File: src/rtl/cache2w_pkg.sv
package cache2w_pkg;
  localparam int WAYS = 2;

  typedef enum logic [2:0] {
    ST_IDLE,
    ST_LOOKUP,
    ST_WBACK,
    ST_FILL,
    ST_WTHRU,
    ST_RESP
  } cstate_t;
endpackage

File: src/rtl/cache2w_way.sv
module cache2w_way #(
  parameter int SETS   = 2,
  parameter int TAG_W  = 7,
  parameter int LINE_W = 16,
  localparam int SET_W = $clog2(SETS)
) (
  input  logic              clk,
  input  logic              rst_n,
  input  logic [SET_W-1:0]  set_sel,
  output logic              rd_valid,
  output logic              rd_dirty,
  output logic [TAG_W-1:0]  rd_tag,
  output logic [LINE_W-1:0] rd_line,
  input  logic              wr_en,
  input  logic [TAG_W-1:0]  wr_tag,
  input  logic [LINE_W-1:0] wr_line,
  input  logic              wr_dirty
);
  logic [SETS-1:0]   valid_q;
  logic [SETS-1:0]   dirty_q;
  logic [TAG_W-1:0]  tag_q  [SETS];
  logic [LINE_W-1:0] line_q [SETS];

  always_ff @(posedge clk) begin
    if (!rst_n) begin
      valid_q <= '0;
      dirty_q <= '0;
    end else if (wr_en) begin
      valid_q[set_sel] <= 1'b1;
      dirty_q[set_sel] <= wr_dirty;
    end
  end

  always_ff @(posedge clk) begin
    if (wr_en) begin
      tag_q[set_sel]  <= wr_tag;
      line_q[set_sel] <= wr_line;
    end
  end

  assign rd_valid = valid_q[set_sel];
  assign rd_dirty = dirty_q[set_sel];
  assign rd_tag   = tag_q[set_sel];
  assign rd_line  = line_q[set_sel];
endmodule

File: src/rtl/cache2w_recency.sv
module cache2w_recency #(
  parameter int SETS = 2,
  localparam int SET_W = $clog2(SETS)
) (
  input  logic             clk,
  input  logic             rst_n,
  input  logic [SET_W-1:0] set_sel,
  output logic             evict_way,
  input  logic             touch_en,
  input  logic             touch_way
);
  logic [SETS-1:0] older_q;

  always_ff @(posedge clk) begin
    if (!rst_n)        older_q <= '0;
    else if (touch_en) older_q[set_sel] <= ~touch_way;
  end

  assign evict_way = older_q[set_sel];
endmodule

File: src/rtl/cache2w_lookup.sv
module cache2w_lookup
  import cache2w_pkg::*;
#(
  parameter int TAG_W = 7
) (
  input  logic             way_valid [WAYS],
  input  logic [TAG_W-1:0] way_tag   [WAYS],
  input  logic [TAG_W-1:0] req_tag,
  input  logic             lru_way,
  output logic             hit,
  output logic             hit_way,
  output logic             victim_way
);
  logic [WAYS-1:0] match;

  for (genvar g = 0; g < WAYS; g++) begin : g_cmp
    assign match[g] = way_valid[g] && (way_tag[g] == req_tag);
  end

  assign hit     = |match;
  assign hit_way = match[1] && !match[0];

  always_comb begin
    if (!way_valid[0])      victim_way = 1'b0;
    else if (!way_valid[1]) victim_way = 1'b1;
    else                    victim_way = lru_way;
  end
endmodule

File: src/rtl/cache2w_lru.sv
module cache2w_lru
  import cache2w_pkg::*;
#(
  parameter int ADDR_W     = 8,
  parameter int DATA_W     = 16,
  parameter int WORDS      = 1,
  parameter int SETS       = 2,
  parameter bit WRITE_BACK = 1'b1,
  localparam int OFF_W  = $clog2(WORDS),
  localparam int SET_W  = $clog2(SETS),
  localparam int BLK_W  = ADDR_W - OFF_W,
  localparam int TAG_W  = BLK_W - SET_W,
  localparam int LINE_W = WORDS * DATA_W
) (
  input  logic              clk,
  input  logic              rst_n,
  input  logic              req_valid,
  output logic              req_ready,
  input  logic              req_write,
  input  logic [ADDR_W-1:0] req_addr,
  input  logic [DATA_W-1:0] req_wdata,
  output logic              rsp_valid,
  output logic [DATA_W-1:0] rsp_rdata,
  output logic              mem_req_valid,
  input  logic              mem_req_ready,
  output logic              mem_req_write,
  output logic [BLK_W-1:0]  mem_req_addr,
  output logic [LINE_W-1:0] mem_req_wdata,
  output logic [WORDS-1:0]  mem_req_wstrb,
  input  logic              mem_rsp_valid,
  input  logic [LINE_W-1:0] mem_rsp_rdata
);
  cstate_t           st;
  logic [ADDR_W-1:0] r_addr;
  logic              r_write;
  logic [DATA_W-1:0] r_wdata;
  logic              r_way;
  logic              fill_sent;
  logic [DATA_W-1:0] rdata_q;
  logic              m_valid, m_write;
  logic [BLK_W-1:0]  m_addr;
  logic [LINE_W-1:0] m_wdata;
  logic [WORDS-1:0]  m_strb;

  logic [BLK_W-1:0]  blk;
  logic [SET_W-1:0]  r_set;
  logic [TAG_W-1:0]  r_tag;
  int                word_idx;
  logic [WORDS-1:0]  word_strb;

  assign blk      = r_addr[ADDR_W-1:OFF_W];
  assign r_set    = blk[SET_W-1:0];
  assign r_tag    = blk[BLK_W-1:SET_W];
  assign word_idx = int'(r_addr % ADDR_W'(WORDS));

  always_comb begin
    for (int k = 0; k < WORDS; k++) word_strb[k] = (k == word_idx);
  end

  function automatic logic [LINE_W-1:0] put_word(input logic [LINE_W-1:0] line,
                                                 input int idx,
                                                 input logic [DATA_W-1:0] w);
    logic [LINE_W-1:0] o;
    o = line;
    for (int k = 0; k < WORDS; k++)
      if (k == idx) o[k*DATA_W +: DATA_W] = w;
    return o;
  endfunction

  function automatic logic [DATA_W-1:0] get_word(input logic [LINE_W-1:0] line,
                                                 input int idx);
    logic [DATA_W-1:0] o;
    o = '0;
    for (int k = 0; k < WORDS; k++)
      if (k == idx) o = line[k*DATA_W +: DATA_W];
    return o;
  endfunction

  // storage for both ways
  logic              way_valid [WAYS];
  logic              way_dirty [WAYS];
  logic [TAG_W-1:0]  way_tag   [WAYS];
  logic [LINE_W-1:0] way_line  [WAYS];
  logic [WAYS-1:0]   wr_en;
  logic [LINE_W-1:0] wr_line;
  logic              wr_dirty;

  for (genvar g = 0; g < WAYS; g++) begin : g_way
    cache2w_way #(.SETS(SETS), .TAG_W(TAG_W), .LINE_W(LINE_W)) u_way (
      .clk      (clk),
      .rst_n    (rst_n),
      .set_sel  (r_set),
      .rd_valid (way_valid[g]),
      .rd_dirty (way_dirty[g]),
      .rd_tag   (way_tag[g]),
      .rd_line  (way_line[g]),
      .wr_en    (wr_en[g]),
      .wr_tag   (r_tag),
      .wr_line  (wr_line),
      .wr_dirty (wr_dirty)
    );
  end

  logic lru_way, touch_en, touch_way;
  logic hit, hit_way, victim;

  cache2w_recency #(.SETS(SETS)) u_recency (
    .clk       (clk),
    .rst_n     (rst_n),
    .set_sel   (r_set),
    .evict_way (lru_way),
    .touch_en  (touch_en),
    .touch_way (touch_way)
  );

  cache2w_lookup #(.TAG_W(TAG_W)) u_lookup (
    .way_valid  (way_valid),
    .way_tag    (way_tag),
    .req_tag    (r_tag),
    .lru_way    (lru_way),
    .hit        (hit),
    .hit_way    (hit_way),
    .victim_way (victim)
  );

  logic [LINE_W-1:0] hit_line, upd_line, fill_line;
  logic              fill_done;

  assign hit_line  = hit_way ? way_line[1] : way_line[0];
  assign upd_line  = r_write ? put_word(hit_line, word_idx, r_wdata) : hit_line;
  assign fill_line = r_write ? put_word(mem_rsp_rdata, word_idx, r_wdata) : mem_rsp_rdata;
  assign fill_done = (st == ST_FILL) && fill_sent && mem_rsp_valid;

  // array updates on hit and on refill
  always_comb begin
    wr_en     = '0;
    wr_line   = upd_line;
    wr_dirty  = 1'b0;
    touch_en  = 1'b0;
    touch_way = 1'b0;
    if (st == ST_LOOKUP && hit) begin
      touch_en  = 1'b1;
      touch_way = hit_way;
      if (r_write) begin
        wr_en[hit_way] = 1'b1;
        wr_dirty       = WRITE_BACK;
      end
    end else if (fill_done) begin
      wr_en[r_way] = 1'b1;
      wr_line      = fill_line;
      wr_dirty     = WRITE_BACK && r_write;
      touch_en     = 1'b1;
      touch_way    = r_way;
    end
  end

  always_ff @(posedge clk) begin
    if (!rst_n) begin
      st        <= ST_IDLE;
      r_addr    <= '0;
      r_write   <= 1'b0;
      r_wdata   <= '0;
      r_way     <= 1'b0;
      fill_sent <= 1'b0;
      rdata_q   <= '0;
      m_valid   <= 1'b0;
      m_write   <= 1'b0;
      m_addr    <= '0;
      m_wdata   <= '0;
      m_strb    <= '0;
    end else begin
      unique case (st)
        ST_IDLE: if (req_valid) begin
          r_addr  <= req_addr;
          r_write <= req_write;
          r_wdata <= req_wdata;
          st      <= ST_LOOKUP;
        end
        ST_LOOKUP: begin
          if (hit) begin
            rdata_q <= get_word(upd_line, word_idx);
            if (r_write && !WRITE_BACK) begin
              m_valid <= 1'b1;
              m_write <= 1'b1;
              m_addr  <= blk;
              m_wdata <= upd_line;
              m_strb  <= word_strb;
              st      <= ST_WTHRU;
            end else begin
              st <= ST_RESP;
            end
          end else if (r_write && !WRITE_BACK) begin
            rdata_q <= r_wdata;
            m_valid <= 1'b1;
            m_write <= 1'b1;
            m_addr  <= blk;
            m_wdata <= put_word('0, word_idx, r_wdata);
            m_strb  <= word_strb;
            st      <= ST_WTHRU;
          end else begin
            r_way   <= victim;
            m_valid <= 1'b1;
            if (way_valid[victim] && way_dirty[victim]) begin
              m_write <= 1'b1;
              m_addr  <= {way_tag[victim], r_set};
              m_wdata <= way_line[victim];
              m_strb  <= '1;
              st      <= ST_WBACK;
            end else begin
              m_write   <= 1'b0;
              m_addr    <= blk;
              m_strb    <= '0;
              fill_sent <= 1'b0;
              st        <= ST_FILL;
            end
          end
        end
        ST_WBACK: if (mem_req_ready) begin
          m_write   <= 1'b0;
          m_addr    <= blk;
          m_strb    <= '0;
          fill_sent <= 1'b0;
          st        <= ST_FILL;
        end
        ST_FILL: begin
          if (m_valid && mem_req_ready) begin
            m_valid   <= 1'b0;
            fill_sent <= 1'b1;
          end
          if (fill_done) begin
            rdata_q <= get_word(fill_line, word_idx);
            st      <= ST_RESP;
          end
        end
        ST_WTHRU: if (mem_req_ready) begin
          m_valid <= 1'b0;
          st      <= ST_RESP;
        end
        ST_RESP: st <= ST_IDLE;
        default: st <= ST_IDLE;
      endcase
    end
  end

  assign req_ready     = (st == ST_IDLE);
  assign rsp_valid     = (st == ST_RESP);
  assign rsp_rdata     = rdata_q;
  assign mem_req_valid = m_valid;
  assign mem_req_write = m_write;
  assign mem_req_addr  = m_addr;
  assign mem_req_wdata = m_wdata;
  assign mem_req_wstrb = m_strb;
endmodule

File: config.mk
export PLATFORM = sky130hd
export DESIGN_NAME = cache2w_lru
export DESIGN_NICKNAME = d
export VERILOG_FILES = /design/src/rtl/cache2w_pkg.sv /design/src/rtl/cache2w_way.sv /design/src/rtl/cache2w_recency.sv /design/src/rtl/cache2w_lookup.sv /design/src/rtl/cache2w_lru.sv
export SDC_FILE = /design/constraint.sdc
export NUM_CORES = 1
export LEC_CHECK = 0
export BUFFER_PORTS_ARGS = -buffer_cell sky130_fd_sc_hd__buf_4
export CAP_MARGIN = 20
export CORE_ASPECT_RATIO = 0.9
export CORE_MARGIN = 2
export CORE_UTILIZATION = 35
export DETAILED_ROUTE_END_ITERATION = 10
export PLACE_DENSITY = 0.62
export SLEW_MARGIN = 10
export SYNTH_ARGS = -nofsm -noshare
export SYNTH_HDL_FRONTEND = slang
export SYNTH_SLANG_ARGS = --single-unit
export TNS_END_PERCENT = 50
File: constraint.sdc
create_clock -name clk -period 5 [get_ports clk]
set_input_delay 1 -clock clk [delete_from_list [all_inputs] [get_ports clk]]
set_output_delay 1 -clock clk [all_outputs]
set_load 0.1 [all_outputs]
# Word-level counts from Yosys, hierarchy flattened
# Memories as Yosys holds them, arrays and structs flattened. A register that Yosys moved wholly into a read port is not among the register bits.
# Cells that the tools add are included.
word_totals:
  wordCells: 158
  ram_bits: 92
  input_bits: 46
  register_bits: 82
  mem_count: 4
classes:
  magnitude_cmp: 7
  muxes: 85
  reduce_logical: 26
  eq_ne: 15
  n_bitwise: 5
memory_table:
  columns: ["memory", "words", "width", "rd", "rd_clocked_by_memory_dff", "wr", "line", "source"]
  rows:
  - ["g_way[0].u_way.line_q", 2, 16, 1, 1, 1, "cache2w_way.sv:22", "logic [LINE_W-1:0] line_q [SETS];"]
  - ["g_way[1].u_way.line_q", 2, 16, 1, 1, 1, "cache2w_way.sv:22", null]
  - ["g_way[0].u_way.tag_q", 2, 7, 1, 1, 1, "cache2w_way.sv:21", "logic [TAG_W-1:0] tag_q [SETS];"]
  - ["g_way[1].u_way.tag_q", 2, 7, 1, 1, 1, "cache2w_way.sv:21", null]
ops:
  columns: ["operator", "count"]
  rows:
  - ["16-bit two-way mux", 10]
  - ["1-bit two-way mux", 49]
  - ["16-bit case mux with 2 select lines", 1]
  - ["8-bit two-way mux", 3]
  - ["7-bit two-way mux", 3]
  - ["8-bit case mux with 2 select lines", 1]
  - ["3-bit two-way mux", 5]
  - ["3-bit case mux with 5 select lines", 1]
  - ["7-bit == test", 2]
  - ["2-bit inequality test, second input constant", 7]
  - ["1-bit logical AND", 11]
  - ["3-bit AND reduction", 3]
  - ["4-bit AND reduction", 2]
  - ["2-bit bitwise mux", 3]
  - ["3-bit by 2-bit == test with 1-bit output, second input constant", 2]
  - ["3-bit == test, second input constant", 2]
  - ["1-bit by 2-bit less-than comparator with 1-bit output, second input constant", 3]
  - ["2-bit two-way mux", 3]
  - ["1-bit case mux with 3 select lines", 2]
  - ["3-bit nonzero test", 2]
  - ["5-bit AND reduction", 1]
  - ["2-bit bitwise OR", 2]
  - ["2-bit AND reduction", 2]
  - ["2-bit nonzero test", 2]
  - ["11 further kinds", 16]

# Longest topological paths before layout
depth:
  word_depth: 13
  ltp_mapped: 11
  mapped_depth_nobuf: 7

# Hierarchy
# From an unflattened synthesis, not the netlist that was laid out.
hier_totals:
  cells_unflattened: 683
  area_unflattened_um2: 8077.7
modules_own_cells:
  columns: ["mod", "cells_per_inst", "n_inst", "area_per_inst_um2"]
  rows:
  - ["cache2w_lru", 477, 1, 3948.8]
  - ["cache2w_way", 87, 2, 1930.6]
  - ["cache2w_lookup", 23, 1, 175.2]
  - ["cache2w_recency", 9, 1, 92.6]

# Worst setup path after synthesis
# OpenSTA, ideal clock, no wires.
synth_path:
  kind: "flip-flop to flip-flop"
  start: "reg st[2]"
  end: "reg r_wdata[4]"
  path_slack_ns: 1.298
  n_path_buf: 2
  path_stages_with_launch: 7
  t_arrival_ns: 3.569
  setup_ns: 0.132
  period_less_slack_ns: 3.702
  cell_sequence: "dfxtp_1 > clkbuf_1 > nor3_1 > nand2_1 > clkbuf_1 > nand2_1 > a21oi_1"
synth_between:
  elab_chain_len: 2
synth_lines:
  columns: ["element", "line", "source"]
  rows:
  - ["from (decl)", "cache2w_lru.sv:33", "cstate_t st;"]
  - ["from (signal assigned)", "cache2w_lru.sv:159", "st <= ST_IDLE;"]
  - ["from (signal assigned)", "cache2w_lru.sv:177", "st <= ST_LOOKUP;"]
  - ["from (signal assigned)", "cache2w_lru.sv:188", "st <= ST_WTHRU;"]
  - ["3-bit zero test", null, null]
  - ["named net req_ready", "cache2w_lru.sv:18", "output logic req_ready,"]
  - ["2-bit AND reduction (no source line)", null, null]
  - ["to (signal assigned)", "cache2w_lru.sv:176", "r_wdata <= req_wdata;"]
  - ["to (decl)", "cache2w_lru.sv:36", "logic [DATA_W-1:0] r_wdata;"]
# The timed path passes the listed nets, and every way through them passes these cells.
# A chain may end at the register's enable or synchronous reset.

==> flow_summary.toml <==
[synthesis]
synth_warnings = 0
synthCells = 784
ys_async_sr_fraction_pct = 0
ys_ff_latch = 175
avgSynthCellArea_um2 = 10.7
syn_area_um2 = 8380
synth_edf_count = 92
synth-seq-area-share_pct = 52.8
ys.flop_type = "edfxtp_1"
synthDistinctLibCells = 46
syn-num-nets = 830

[detailed_routing]
vias_per_cell = 5.42
drt_first_iter_violations = 557
antenna_left = 0
wl_per_cell_um = 18.7
drc = 0
wirelength_mm = 21.7
dr_total_vias = 6263
dr.pass1.iters = 5

[grt]
grt_use_total_pct = 17.6
grt-busiest-layer = "met2"
grt_pass1_vias = 6237
grt_pass1_wl_mm = 34.2
use_met1_pct = 24.2
grt_max_degree = 84
use_met3_pct = 4.29
antenna_found_initial = 0
overflow = 0
use_met2_pct = 28.0

[place]
place_ws_ns = 1.69
numPortBuffers = 90
gp_congestion = 0.770
place_area_um2 = 9280
dpl.hpwl_mm = 14.0

[layout]
n_fill_cell = 2253
n_antenna_cell = 0
nets = 887
final_common_cell = "nand2_1"
ff_latch_area_um2 = 4430
drive_above_1_share_pct = 21.8
final_area_um2 = 9890
layout_common_cells = "nand2_1 (107), buf_4 (104), mux2i_1 (93), edfxtp_1 (92), dfxtp_1 (81)"
multi_input_area_um2 = 3650
area_delta_synth_final_pct = 17.9

[die]
start_util_pct = 35.8
row_count = 53
die-height_um = 151
die_w_um = 167
io_pins = 91
core_um2 = 23400
die-area_um2 = 25200

[sta]
fin_skew_ns = 0.0169
fin_crit_sh_pct = 65.8
finalMaxSlewViolations = 0
setup_viol = 0
finalHoldViolations = 0
hold_slack_ns = 0.461
fin_tns_setup_ns = 0
period_minus_slack_ns = 3.29
fmax_mhz = 304
tightest_slew_ns = 1.02
grt_setup_unrepaired = "false"
worst_slack_ns = 1.71
slew_headroom_pct = 32.1

[power_and_ir_drop]
peakVddDrop_v = 0.000150
pwr-share-comb_pct = 9.9
cellPowerDensity_nw_per_um2 = 333
clkPwrFrac_pct = 41.7
switching_power_mw = 0.829
p_leak_nw = 3.52
p_int_mw = 2.46
switching_share_pct = 25.2
pwr-share-seq_pct = 48.3

[clocking]
cts_resized = 0
clockRootBuffer = "clkbuf_16"
ctsHoldBuffers = 0
cts_max_level = 4
numCtsBuffers = 17
postCtsSetupBuffers = 0
clkLatencyLatePin_ns = 0.44
cts_sinks = 175
cts_buffer_depth = 2
cts_tree = "built"
clkTransAtPathRegs_ns = 0.07

[hold_path]
hold_class = "flop to flop"
holdPathEnd = "g_way[1].u_way.dirty_q[0]$_SDFFE_PN0P_"
worstHoldStart = "g_way[1].u_way.dirty_q[0]$_SDFFE_PN0P_"
hold_depth = 2

[setup_path]
worstPathArrival_ns = 3.41
cp-end-kind = "flop"
cp_max_fo = 34
r2r_setup_slack_ns = 1.71
cp_data_required_time_ns = 5.12
startpoint_type = "flop"
critPathKind = "flop to flop"
r2r_cells = 8
rr_endpoint = "g_way[1].u_way.line_q[0][1]$_DFFE_PP_"

[outcome]
status = "completed"

[job]
maxCapViolations = 0
[state kept, by name (all words and copies together), names as in the netlist, named ones only]
| name | cells |
|---|---|
| blk | 8 |
| fill_sent | 1 |
| g_way.u_way.dirty_q | 4 |
| g_way.u_way.line_q | 64 |
| g_way.u_way.tag_q | 28 |
| g_way.u_way.valid_q | 4 |
| mem_req_addr | 8 |
| mem_req_valid | 1 |
| mem_req_wdata | 16 |
| mem_req_wstrb | 1 |
| r_way | 1 |
| r_wdata | 16 |
| r_write | 1 |
| rsp_rdata | 16 |
| st | 3 |
| u_recency.older_q | 2 |
[synthesized netlist by cell type, drive strengths merged, types with 3 or more instances]
| cell | count | area share [%] |
|---|---|---|
| a21oi | 78 | 4.7 |
| a221oi | 3 | 0.31 |
| a22oi | 16 | 2.4 |
| a31oi | 5 | 0.55 |
| a41o | 17 | 2.0 |
| and2 | 20 | 1.5 |
| and4 | 3 | 0.31 |
| buf | 20 | 1.5 |
| clkbuf | 47 | 2.1 |
| dfxtp | 83 | 20 |
| edfxtp | 92 | 33 |
| inv | 6 | 0.27 |
| mux2i | 93 | 11 |
| mux4 | 5 | 1.3 |
| nand2 | 107 | 4.8 |
| nand3 | 38 | 2.3 |
| nor2 | 22 | 0.99 |
| nor2b | 3 | 0.22 |
| nor3 | 19 | 1.1 |
| o211ai | 8 | 0.72 |
| o21a | 4 | 0.36 |
| o21ai | 42 | 2.6 |
| o41ai | 8 | 0.84 |
| or4 | 18 | 2.3 |
| xnor2 | 8 | 0.84 |
| xor2 | 6 | 0.63 |
[area by class of cell]
| class | count | area share (%) |
|---|---|---|
| multi-input combinational | 536 | 37.0 |
| tap | 302 | 3.82 |
| timing repair buffer | 105 | 8.05 |
| clock inverter | 12 | 1.62 |
| inverter | 6 | 0.228 |
| sequential | 175 | 44.8 |
| clock buffer | 20 | 4.52 |
[routing by layer]
metal,up-vias,share of wire (%)
met5,-,0
met4,0,0.91
met3,10,5.3
met2,169,46
met1,3058,48
li1,3026,-
[power groups by stage]
| stage | registers [mW] | clock network (mW) | logic (mW) |
|---|---|---|---|
| after floorplan | 1.61 | 0 | 0.227 |
| after global placement | 1.62 | 0 | 0.322 |
| after detailed placement | 1.62 | 0 | 0.328 |
| after CTS | 1.59 | 1.40 | 0.329 |
| after global routing | 1.59 | 1.45 | 0.360 |
| final | 1.59 | 1.37 | 0.327 |
[worst max-delay path by stage]
stage / to / slack, ns
after floorplan: r_wdata[4]$_SDFFE_PN0P_ / 1.30
after global placement: g_way[1].u_way.tag_q[0][1]$_DFFE_PP_ / 1.78
after detailed placement: g_way[1].u_way.tag_q[0][1]$_DFFE_PP_ / 1.69
after CTS: g_way[1].u_way.tag_q[0][4]$_DFFE_PP_ / 1.68
after global routing: u_recency.older_q[1]$_SDFFE_PN0P_ / 1.47
final: g_way[1].u_way.line_q[0][1]$_DFFE_PP_ / 1.71
[through the flow]
step / total power [mW] / utilization (%) / cells
2_1_floorplan: 1.84 / - / 784
3_3_place_gp: 1.94 / 39.6 / 1123
3_5_place_dp: 1.95 / 39.6 / 1124
4_1_cts: 3.32 / 42.2 / 1156
5_1_grt: 3.40 / 42.2 / 1156
6_report: 3.29 / 42.2 / 1156
[cells by family after synthesis]
group	share of synthesized area, %
simple gates	14.2
xor+xnor	1.46
buf+inv	3.88
flops	52.8
mux	12.6
compound gates	15.1
[worst max-delay path, stage by stage (launching register included)]
cell and delay (ns):
dfxtp_2 0.69, mux2i_1 0.33, xor2_1 0.10, and4_1 0.22
and4_1 0.16, buf_4 0.25, or4_1 0.56, o21ai_2 0.28
buf_4 0.38
Power figures use the tool's default switching activity.
